--- src/rtl/bitmon_pkg.sv ---
package bitmon_pkg;
    typedef struct packed {
        logic over;
        logic sig_lost;
        logic ref_lost;
    } cause_t;

    function automatic int shift_for(input int ticks);
        return (ticks < 2) ? 1 : $clog2(ticks);
    endfunction
endpackage

--- src/rtl/bitmon_mag.sv ---
module bitmon_mag #(
    parameter int ERR_W = 18
) (
    input  logic signed [ERR_W-1:0] err,
    output logic        [ERR_W-1:0] mag
);
    always_comb begin
        if (err[ERR_W-1]) mag = ~err + ERR_W'(1);
        else              mag = err;
    end
endmodule

--- src/rtl/bitmon_iir.sv ---
module bitmon_iir #(
    parameter int MAG_W = 18,
    parameter int SHIFT = 5
) (
    input  logic             clk,
    input  logic             rst,
    input  logic             tick,
    input  logic [MAG_W-1:0] mag,
    output logic [MAG_W-1:0] filt
);
    localparam int ACC_W = MAG_W + SHIFT;
    localparam logic [ACC_W-1:0] BOUND = ACC_W'(1) << (MAG_W - 1 + SHIFT);

    typedef struct packed {
        logic [ACC_W-1:0] acc;
    } iir_t;

    iir_t st_d, st_q;

    always_comb begin
        st_d = st_q;
        if (tick)
            st_d.acc = st_q.acc - (st_q.acc >> SHIFT) + ACC_W'(mag);
    end

    always_ff @(posedge clk) begin
        if (rst) st_q <= '0;
        else     st_q <= st_d;
    end

    assign filt = MAG_W'(st_q.acc >> SHIFT);

    a_r3_hold_without_tick: assert property (@(posedge clk) disable iff (rst)
        !tick |=> $stable(st_q.acc));
    a_r2_no_overflow: assert property (@(posedge clk) disable iff (rst)
        st_q.acc <= BOUND);
    a_r2_decay_on_zero: assert property (@(posedge clk) disable iff (rst)
        (tick && mag == '0) |=> st_q.acc <= $past(st_q.acc));
endmodule

--- src/rtl/bitmon_flag.sv ---
module bitmon_flag
    import bitmon_pkg::*;
#(
    parameter int MAG_W     = 18,
    parameter int THRESH    = 100,
    parameter bit SYNTH_REF = 1'b0
) (
    input  logic             clk,
    input  logic             rst,
    input  logic [MAG_W-1:0] filt,
    input  logic             los,
    input  logic             lor,
    output logic             fault_n
);
    localparam logic [MAG_W-1:0] TH = MAG_W'(THRESH);

    typedef struct packed {
        logic fault_n;
    } flag_t;

    flag_t  fl_d, fl_q;
    cause_t cause;

    always_comb begin
        cause.over     = filt > TH;
        cause.sig_lost = los;
        cause.ref_lost = SYNTH_REF & lor;
        fl_d.fault_n   = ~(|cause);
    end

    always_ff @(posedge clk) begin
        if (rst) fl_q <= '{fault_n: 1'b1};
        else     fl_q <= fl_d;
    end

    assign fault_n = fl_q.fault_n;

    a_r6_los_forces: assert property (@(posedge clk) disable iff (rst)
        los |=> !fault_n);
    a_r5_self_clear: assert property (@(posedge clk) disable iff (rst)
        (filt <= TH && !los && !(SYNTH_REF && lor)) |=> fault_n);

    generate
        if (SYNTH_REF) begin : g_ref
            a_r7_lor_forces: assert property (@(posedge clk) disable iff (rst)
                lor |=> !fault_n);
        end
    endgenerate
endmodule

--- src/rtl/bitmon_top.sv ---
module bitmon_top #(
    parameter int ERR_W     = 18,
    parameter int THRESH    = 100,
    parameter int TICK_HZ   = 64000,
    parameter int TAU_US    = 500,
    parameter bit SYNTH_REF = 1'b0
) (
    input  logic                    clk,
    input  logic                    rst,
    input  logic                    tick,
    input  logic signed [ERR_W-1:0] err,
    input  logic                    los,
    input  logic                    lor,
    output logic                    fault_n
);
    localparam int TAU_TICKS = (TICK_HZ / 1000) * TAU_US / 1000;
    localparam int SHIFT     = bitmon_pkg::shift_for(TAU_TICKS);

    logic [ERR_W-1:0] mag;
    logic [ERR_W-1:0] filt;

    bitmon_mag #(.ERR_W(ERR_W)) mag_i (.err(err), .mag(mag));

    bitmon_iir #(.MAG_W(ERR_W), .SHIFT(SHIFT)) iir_i (
        .clk(clk), .rst(rst), .tick(tick), .mag(mag), .filt(filt));

    bitmon_flag #(.MAG_W(ERR_W), .THRESH(THRESH), .SYNTH_REF(SYNTH_REF)) flag_i (
        .clk(clk), .rst(rst), .filt(filt), .los(los), .lor(lor), .fault_n(fault_n));
endmodule

--- config.mk ---
export PLATFORM = sky130hd
export DESIGN_NAME = bitmon_top
export DESIGN_NICKNAME = d
export VERILOG_FILES = /design/src/rtl/bitmon_pkg.sv /design/src/rtl/bitmon_mag.sv /design/src/rtl/bitmon_iir.sv /design/src/rtl/bitmon_flag.sv /design/src/rtl/bitmon_top.sv
export SDC_FILE = /design/constraint.sdc
export NUM_CORES = 1
export LEC_CHECK = 0
export ABC_AREA = 1
export BUFFER_PORTS_ARGS = -buffer_cell sky130_fd_sc_hd__buf_2
export CAP_MARGIN = 30
export CELL_PAD_IN_SITES_DETAIL_PLACEMENT = 0
export CELL_PAD_IN_SITES_GLOBAL_PLACEMENT = 1
export CORE_UTILIZATION = 30
export CTS_BUF_LIST = sky130_fd_sc_hd__clkbuf_8
export CTS_CLUSTER_DIAMETER = 100
export CTS_CLUSTER_SIZE = 16
export DETAILED_ROUTE_END_ITERATION = 8
export PLACE_DENSITY_LB_ADDON = 0.3
export REMOVE_ABC_BUFFERS = 1
export SKIP_LAST_GASP = 1
export SYNTH_ARGS = -nofsm -noshare
export SYNTH_HDL_FRONTEND = slang
export SYNTH_SLANG_ARGS = --single-unit
--- constraint.sdc ---
create_clock -name clk -period 2.9 [get_ports clk]
set_clock_uncertainty 0.15 [all_clocks]
set_input_delay 0.29 -clock clk [delete_from_list [all_inputs] [get_ports clk]]
set_output_delay 0.29 -clock clk [all_outputs]
set_load 0.02 [all_outputs]
==> results of run 1 <==
[through the flow]
step	instances	hold slack (ns)	util	cell area, µm²
5_1_grt	838	0.09217	0.4418	5110
4_1_cts	836	0.07673	0.4058	4693
3_3_place_gp	826	0.3388	0.3691	4269
6_report	838	0.07629	0.4418	5110
2_1_floorplan	605	0.2294	-	3560
3_5_place_dp	826	0.3487	0.3691	4269
[repair_timing]
item / in CTS / in global routing
endpoints found under the hold margin: 0 / 0
cloned: 0 / 0
setup buffers: 7 / 3
endpoints found under the setup margin: 16 / 18
resized for setup: 77 / 105
pin swaps: 51 / 68
[cell usage after synthesis]
cell type	n	area (µm²)
a21oi_2	1	8.760
inv_2	1	3.750
clkinv_2	1	5.000
inv_1	172	645.6
or2_1	2	12.51
fa_1	18	360.4
o21ai_2	1	8.760
o21ai_0	19	95.09
nand4_1	8	50.05
nand3_1	31	155.2
and2_2	1	7.510
nor2_4	1	11.26
nand2_1	161	604.3
nand2_2	10	62.56
o211ai_1	2	15.01
nand3b_1	1	7.510
a21oi_1	35	175.2
o21bai_4	1	18.77
o21ai_1	1	5.000
clkbuf_1	5	18.77
buf_4	2	15.01
ha_1	28	350.3
nand3_2	3	30.03
xor2_1	17	148.9
or2_2	1	6.260
nor2_2	6	37.54
clkinv_1	1	3.750
nor3_1	6	30.03
nor2_1	46	172.7
dfxtp_1	24	480.5
a31oi_1	2	12.51
xnor2_1	4	35.03
[metal layers]
layer,global-route usage,share of wire,vias up,routed length [µm]
met5,0,0,-,0
met4,0.05495,0.018,0,210
met3,0.007621,0.026,15,304
met2,0.3388,0.49,50,5609
met1,0.2503,0.47,1760,5351
li1,-,-,1981,-
[worst min-delay path: stages]
cell	delay [ns]
buf_2	0.07
inv_1	0.03
nand2_1	0.05
nand2_1	0.04
[state kept, by name, indices dropped and copies added, names as in the netlist]
| name | cells |
|---|---|
| iir_i.st_q | 23 |
| flag_i.fault_n | 1 |
[how the worst max path moves through the flow]
stage / from / endpoint / depth (start not counted)
finish: err[0] / iir_i.st_q[17] / 21
global route: err[2] / iir_i.st_q[22] / 22
CTS: err[1] / iir_i.st_q[18] / 23
detailed placement: err[0] / iir_i.st_q[17] / 22
global placement: err[0] / iir_i.st_q[17] / 22
floorplan: err[0] / iir_i.st_q[16] / 19
[cells in the final DEF (no fill, tap or decap), types with 14 or more instances in the layout]
cell | synthesis | layout
inv_2 | 1 | 17
ha_4 | 0 | 15
inv_1 | 172 | 150
nand2_1 | 161 | 125
nor2_1 | 46 | 29
nand3_1 | 31 | 16
nand2_4 | 0 | 15
nand3_2 | 3 | 14
dfxtp_1 | 24 | 24
xor2_1 | 17 | 14
o21ai_0 | 19 | 15
buf_4 | 2 | 61
a21oi_1 | 35 | 26
buf_2 | 0 | 19
fa_1 | 18 | 18
nand2_2 | 10 | 31
[logic make-up (layout without fill, tap and decap cells)]
logic type | count (synthesis) | in the layout | share of synthesized area
xor+xnor | 21 | 21 | 0.05118
flops | 24 | 24 | 0.1337
fa+ha+maj | 46 | 46 | 0.1978
buf+inv | 182 | 265 | 0.1925
compound gates | 62 | 62 | 0.09436
simple gates | 277 | 277 | 0.3304
[cell type report]
type	count	area, µm²	area share
Multi-Input combinational cell	406	3103	0.6072
Inverter	175	674.4	0.1320
Timing Repair Buffer	87	631.9	0.1237
Sequential cell	24	480.5	0.09403
Tap cell	143	178.9	0.03501
Clock buffer	3	41.29	0.008080
==> impl_results.md, run 1 <==
- CP dominant cell by count: nor2_4
- Largest net degree at the start of global routing: 21
- Number of synthesized register bits: 24
- Gr usage total: 0.1905
- First-pass GRT wire length: 18840 µm
- Worst R2R Path Depth: 14
- Max H-tree Level: 1
- Max-cap violations: 0
- R2R Path Start: iir_i.st_q[11]
- Worst-Margin Slew: 0.4781 ns
- Final ANT Viol Nets: 0
- Hold Fails Final Rpt: 0
- Worst path slowest cell: fa_1
- Setup violators final: 7
- Number of port buffers: 22
- Die X: 111.4 µm
- # rows: 39
- Reg-to-Reg End: iir_i.st_q[18]
- Outcome: complete, but fails checks
- Worst Path Buf+Inv: 6
- Cell Area, Synth: 3593 µm²
- Routed len/inst: 13.69 µm
- FF-to-FF setup slack: 0.28 ns
- First DRT Iteration DRCs: 174
- Fmax: 0.3341 GHz
- Initial antenna violation count: 0
- Vias in the first global route: 3892
- Critical Path RT: 2.95 ns
- Fin Setup TNS: -0.3917 ns
- Worst Path Class, Setup: in -> reg
- Hold path startpoint: los
- Clk buf depth: 2
- CP Max Fanout: 4
- I/O pins: 24
- TritonCTS clock tree: done
- Die Y: 111.4 µm
- Core ar.: 11560 µm²
- TritonCTS buffer count: 3
- Hold Path Depth: 4
- DRC: 2
- Final net count: 766
- Clock slew at reported path FFs: 0.11 ns
- Setup ws final: -0.09306 ns
- Global route overflow: 0
- CP cell instances: buf_6 > inv_4 > buf_4 > nand3_4 > nor2_4 > nand3_4 > nor2_4 > a21oi_2 > xor2_2 > fa_1 > inv_2 > ha_4 > nand2_4 > nor2_4 > inv_1 > nor2_1 > nor2_2 > nand3_2 > nand3_2 > nand2_1 > inv_1
- Min-Delay Path Class: in -> reg
- CP Capture Type: register
- Arr. time, crit path: 3.05 ns
- Fraction of layout cells with a size suffix above 1: 0.3511
- Crit start category: input port
- Crit-path leading delay family: simple AND/OR/NAND/NOR gates
- Later-pin clock latency in the skew report: 0.29 ns
- Max stage delay on crit path: 0.57 ns
- Cells after Synth: 612
- Routability cong.: 0.9348
- Vias: 3806
- Initial Utilization: 0.3107
- Setup WS pre-CTS: -0.6882 ns
- Max Slew Vio Count: 0
- Max_slew headroom: 0.6813
- RSZ-0062 raised after global routing: true
- 1st-pass router iterations: 6
- Post-synth cell types: 32
- Hold Buf Count CTS: 0
- Clock Tree Root: clkbuf_8
- Ys Warns: 0
- Filler cell count: 1203
- Failing checks: design-rule violations, negative setup slack
- Sequential area share after synthesis: 0.1337
- Routed WL: 11480 µm
- Die ar.: 12420 µm²
- N_diodes: 0
- Area delta synth->final: 42.20%
- Fin crit share: 1.032
- Post-DP HPWL: 9207 µm
- Sink Count: 24
- Average size of a mapped cell: 5.872 µm²
- Worst Hold Path EP: flag_i.fault_n
- Detail-routed via count per cell: 4.542
- Min Tclk post-route: 2.993 ns
Power of run 1 is left out: the tool's default activity adds up to more than one toggle a clock period on the data nets, which glitch-free logic cannot reach.
==> inputs of run 2 (changes only) <==
--- a/config.mk
+++ b/config.mk
@@ -11,7 +11,6 @@
 export CELL_PAD_IN_SITES_DETAIL_PLACEMENT = 0
 export CELL_PAD_IN_SITES_GLOBAL_PLACEMENT = 1
 export CORE_UTILIZATION = 30
-export CTS_BUF_LIST = sky130_fd_sc_hd__clkbuf_8
 export CTS_CLUSTER_DIAMETER = 100
 export CTS_CLUSTER_SIZE = 16
 export DETAILED_ROUTE_END_ITERATION = 8
==> impl_results.md, run 2 (synthesis gave the netlist of run 1 again) <==
- Fin crit share: 1.035 (+0.002878)
- Sink Count: 24 (unchanged)
- Commonest non-fill, non-tap cells in the layout: inv_1, nand2_1, buf_4
- Gr usage total: 0.1911 (+0.0005818)
- 1st-pass router iterations: 6 (unchanged)
- Vias: 3799 (-0.18%)
- CP Max Fanout: 4 (unchanged)
- Global route overflow: 0 (unchanged)
- Max-cap violations: 0 (unchanged)
- Crit start category: input port
- Setup violators final: 9 (+2)
- Setup ws final: -0.1014 ns (-0.008347 ns)
- Worst-Margin Slew: 0.4779 ns (-0.0002018 ns)
- Fraction of layout cells with a size suffix above 1: 0.3621 (+0.01099)
- Min Tclk post-route: 3.001 ns (+0.008347 ns)
- Arr. time, crit path: 3.03 ns (-0.02 ns)
- Max_slew headroom: 0.6814 (about the same)
- First DRT Iteration DRCs: 182 (+4.6%)
- RSZ-0062 raised after global routing: true
- Multi-input gate area: 3146 µm² (+1.4%)
- Hold Path Depth: 4 (unchanged)
- Clock slew at reported path FFs: 0.07 ns (-0.04 ns)
- Hold path startpoint: los
- Critical Path RT: 2.93 ns (-0.02 ns)
- Worst Path Class, Setup: in -> reg
- TritonCTS buffer count: 3 (unchanged)
- Final ANT Viol Nets: 0 (unchanged)
- Commonest non-fill, non-tap cell in the layout: inv_1
- Routed WL: 11380 µm (-0.86%)
- Routed len/inst: 13.56 µm (-0.98%)
- Post-route design area: 5186 µm² (+1.5%)
- Initial antenna violation count: 0 (unchanged)
- # rows: 39 (unchanged)
- Detail-routed via count per cell: 4.528 (-0.30%)
- Initial Utilization: 0.3107 (unchanged)
- Final core occ: 0.4484 (+0.006599)
- Area delta synth->final: 44.32%
- Vias in the first global route: 3892 (unchanged)
- FF-to-FF setup slack: 0.25 ns (-0.03 ns)
- Core ar.: 11560 µm² (unchanged)
- FF/Latch Area: 480.5 µm² (unchanged)
- Filler cell count: 1177 (-2.2%)
- N_diodes: 0 (unchanged)
- Worst R2R Path Depth: 16 (+2)
- CP Capture Type: register
- Die X: 111.4 µm (unchanged)
- Die Y: 111.4 µm (unchanged)
- Final net count: 767 (+0.13%)
- Hold Fails Final Rpt: 0 (unchanged)
- Number of port buffers: 22 (unchanged)
- Min-Delay Path Class: in -> reg
- I/O pins: 24 (unchanged)
- Fmax: 0.3332 GHz (-0.28%)
- Reg-to-Reg End: iir_i.st_q[17]
- Clock Tree Root: clkbuf_16
- Cell area after placement: 4269 µm² (unchanged)
- Max H-tree Level: 1 (unchanged)
- Failing checks: design-rule violations, negative setup slack
- R2R Path Start: iir_i.st_q[6]
- DRC: 2 (unchanged)
- Worst Hold Path EP: flag_i.fault_n
- Largest net degree at the start of global routing: 21 (unchanged)
- First-pass GRT wire length: 18880 µm (+0.22%)
- Clk buf depth: 2 (unchanged)
- Post-DP HPWL: 9207 µm (unchanged)
- Biggest register: iir_i.st_q
- Max reg flops: 23 (unchanged)
- Later-pin clock latency in the skew report: 0.27 ns (-0.02 ns)
- TritonCTS clock tree: done
- Outcome: complete, but fails checks
- Die ar.: 12420 µm² (unchanged)
- Routability cong.: 0.9348 (unchanged)
- Max Slew Vio Count: 0 (unchanged)
- Fin Setup TNS: -0.5101 ns (-0.1183 ns)
## run 2: cell count changes in the layout (fill, tap and decap cells not counted), sizes merged
cell | previous run | this run
clkinvlp | 1 | 0
clkinv | 2 | 1
buf | 87 | 88
inv | 172 | 174
## run 2: through the flow
| step | hold slack [ns] | setup slack (ns) | cells |
|---|---|---|---|
| finish | 0.1005 | -0.1014 | 839 |
| global route | 0.1191 | -0.2905 | 839 |
| CTS | 0.1040 | -0.1827 | 836 |
| detailed placement | 0.3487 | -0.6882 | 826 |
| global placement | 0.3388 | -0.6699 | 826 |
| floorplan | 0.2294 | -0.1152 | 605 |
## run 2: layout make-up
class,count,area share
sequential,24,0.09264
tap,143,0.03450
timing repair buffer,88,0.1233
multi-input combinational,406,0.6065
clock buffer,3,0.01448
inverter,175,0.1286
## run 2: routing by layer
layer	wire, µm	GRT usage
met1	5349	0.2520
met2	5513	0.3400
met3	330	0.007621
met4	182	0.05225
met5	0	0
## run 2: worst max path at each step
stage,startpoint,end,cells after the start
2_1_floorplan,err[0],iir_i.st_q[16],19
3_3_place_gp,err[0],iir_i.st_q[17],22
3_5_place_dp,err[0],iir_i.st_q[17],22
4_1_cts,err[1],iir_i.st_q[18],23
5_1_grt,err[1],iir_i.st_q[22],22
6_report,err[1],iir_i.st_q[17],23
## run 2: worst max-delay path, stage by stage
cell and delay (ns):
buf_6 0.07, inv_4 0.03, ha_4 0.15, buf_4 0.13
buf_6 0.11, a31oi_4 0.17, xor2_1 0.20, inv_1 0.07
fa_1 0.50, inv_2 0.05, ha_4 0.27, nand2_2 0.07
nand2_2 0.06, inv_1 0.12, nand2_1 0.07, nand2_1 0.06
nand3_2 0.12, nand2_2 0.13, nand2_1 0.05, nand2_1 0.06
nand3_2 0.10, nand2_1 0.09, inv_1 0.04
## run 2: repair_timing
action | 4_1_cts | 5_1_grt
buffers inserted | 7 | 3
pin swaps | 51 | 64
hold buffers | 0 | 0
setup endpoints to repair | 16 | 19
endpoints found under the hold margin | 0 | 0
resized for setup | 79 | 115
Power of run 2 is left out for the same reason.
==> inputs of run 3 (changes only) <==
--- a/config.mk
+++ b/config.mk
@@ -14,7 +14,7 @@
 export CTS_CLUSTER_DIAMETER = 100
 export CTS_CLUSTER_SIZE = 16
 export DETAILED_ROUTE_END_ITERATION = 8
-export PLACE_DENSITY_LB_ADDON = 0.3
+export PLACE_DENSITY = 0.7
 export REMOVE_ABC_BUFFERS = 1
 export SKIP_LAST_GASP = 1
 export SYNTH_ARGS = -nofsm -noshare
==> constraint.sdc (replaced) <==
create_clock -name clk -period 3.9 [get_ports clk]
set_clock_uncertainty 0.15 [all_clocks]
set_input_delay 0.39 -clock clk [delete_from_list [all_inputs] [get_ports clk]]
set_output_delay 0.39 -clock clk [all_outputs]
set_load 0.02 [all_outputs]
==> impl_results.md, run 3 (synthesis gave the netlist of run 1 again) <==
- R2R Path Start: iir_i.st_q[9]
- Post-cts sizing count: 0 (-100%)
- First DRT Iteration DRCs: 148 (-19%)
- First-pass GRT wire length: 16500 µm (-13%)
- Final core occ: 0.3411 (-0.1073)
- Initial Utilization: 0.3107 (unchanged)
- Crit-path leading delay family: simple AND/OR/NAND/NOR gates
- Outcome: complete, but fails checks
- Worst Path Buf+Inv: 5 (-3)
- Hold Fails Final Rpt: 0 (unchanged)
- Sink Count: 24 (unchanged)
- Reg-to-Reg End: iir_i.st_q[15]
- Detail-routed via count per cell: 4.440 (-1.9%)
- Clock Tree Root: clkbuf_16
- Core ar.: 11560 µm² (unchanged)
- Area delta synth->final: 9.784%
- Fin Setup TNS: 0 ns (+0.5101 ns)
- Routed WL: 9627 µm (-15%)
- Later-pin clock latency in the skew report: 0.26 ns (about the same)
- CP dominant cell by count: nor2_1
- Commonest non-fill, non-tap cell in the layout: inv_1
- Die ar.: 12420 µm² (unchanged)
- Initial antenna violation count: 0 (unchanged)
- Final ANT Viol Nets: 0 (unchanged)
- Setup violators final: 0 (-9)
- Vias: 3441 (-9.4%)
- Clock slew at reported path FFs: 0.06 ns (about the same)
- Fin crit share: 0.8766
- Max H-tree Level: 1 (unchanged)
- # rows: 39 (unchanged)
- Worst Path Class, Setup: in -> reg
- Commonest non-fill, non-tap cells in the layout: inv_1, nand2_1, nor2_1
- RSZ-0062 raised after global routing: false
- CP Max Fanout: 5 (+1)
- Fmax: 0.2925 GHz
- I/O pins: 24 (unchanged)
- Max stage delay on crit path: 0.48 ns (-0.02 ns)
- Worst-Margin Slew: 0.7862 ns (+0.3083 ns)
- Die X: 111.4 µm (unchanged)
- FF-to-FF setup slack: 1.18 ns (+0.93 ns)
- Min Tclk post-route: 3.419 ns
- Final net count: 702 (-8.5%)
- Global route overflow: 0 (unchanged)
- TritonCTS clock tree: done
- Biggest register: iir_i.st_q
- Max_slew headroom: 0.4726 (-0.2088)
- Max-cap violations: 0 (unchanged)
- N_diodes: 0 (unchanged)
- 1st-pass router iterations: 8 (+2)
- Max Slew Vio Count: 0 (unchanged)
- CP cell instances: buf_2 > inv_1 > ha_1 > nand4_1 > nor2_1 > nand3_1 > o21ai_2 > nand2_1 > nor2_1 > nor2_1 > fa_1 > inv_1 > ha_1 > nand2_1 > nor2_1 > inv_1 > nor2_1 > nand3_1 > nand4_1 > nand3_1 > nand2_1 > inv_1
- Gr usage total: 0.1669 (-0.02413)
- Fraction of layout cells with a size suffix above 1: 0.08544 (-0.2766)
- Max reg flops: 23 (unchanged)
- Critical Path RT: 3.92 ns (+0.99 ns)
- Arr. time, crit path: 3.43 ns (+0.40 ns)
- Largest net degree at the start of global routing: 27 (+29%)
- Crit start category: input port
- Failing checks: design-rule violations
- Routed len/inst: 12.42 µm (-8.4%)
- Final hold slack: 0.2140 ns (+0.1135 ns)
- Number of port buffers: 22 (unchanged)
- Placed insts: 771 (-6.7%)
- CP Capture Type: register
- Hold Buf Count CTS: 0 (unchanged)
- Vias in the first global route: 3432 (-12%)
- Worst R2R Path Depth: 14 (-2)
- Hold Path Depth: 4 (unchanged)
- Worst path slowest cell: fa_1
- DRC: 2 (unchanged)
- Die Y: 111.4 µm (unchanged)
- Routability cong.: 0.9072 (-3.0%)
- Post-DP HPWL: 8354 µm (-9.3%)
- Hold path startpoint: los
- Post-CTS Repair Setup Buffers: 0 (-7)
- TritonCTS buffer count: 3 (unchanged)
- Clk buf depth: 2 (unchanged)
- Worst Hold Path EP: flag_i.fault_n
- Post-route insts no fill: 775 (-7.6%)
- Min-Delay Path Class: in -> reg
-- run 3: through the flow --
step	instance area, µm²	setup slack (ns)
final	3945	0.4812
after CTS	3945	0.4057
after floorplan	3560	0.7848
after global placement	3856	0.1511
after detailed placement	3856	0.1277
after global routing	3945	0.09421
-- run 3: worst register-to-register path: cells and delay by family (launching register included) --
| family | cells | cell delay (ns) |
|---|---|---|
| buffers and inverters | 4 | 0.27 |
| AND/OR/NAND/NOR | 7 | 0.70 |
| AO/OA/AOI/OAI | 1 | 0.21 |
| flip-flops | 1 | 0.38 |
| adder cells (fa/ha/maj) | 2 | 0.92 |
-- run 3: how the worst max path moves through the flow --
stage,from,end,cells after the start
after floorplan,err[0],iir_i.st_q[16],19
after global placement,err[1],iir_i.st_q[19],22
after detailed placement,err[1],iir_i.st_q[19],22
after CTS,err[1],iir_i.st_q[19],22
after global routing,err[0],iir_i.st_q[19],22
final,err[1],iir_i.st_q[19],22
-- run 3: cell type report --
cell class	instances	area [µm²]
clock buffer	4	88.84
fill	1323	7620
inverter	175	658.1
multi-input combinational	406	2421
sequential	24	480.5
tap	143	178.9
timing repair buffer	23	117.6
-- run 3: metal layers --
metal	GRT usage	routed length [µm]	vias up
li1	-	-	1849
met1	0.2307	4843	1526
met2	0.2846	4328	57
met3	0.003811	291	9
met4	0.04955	164	0
met5	0	0	-
Power of run 3 is left out for the same reason.
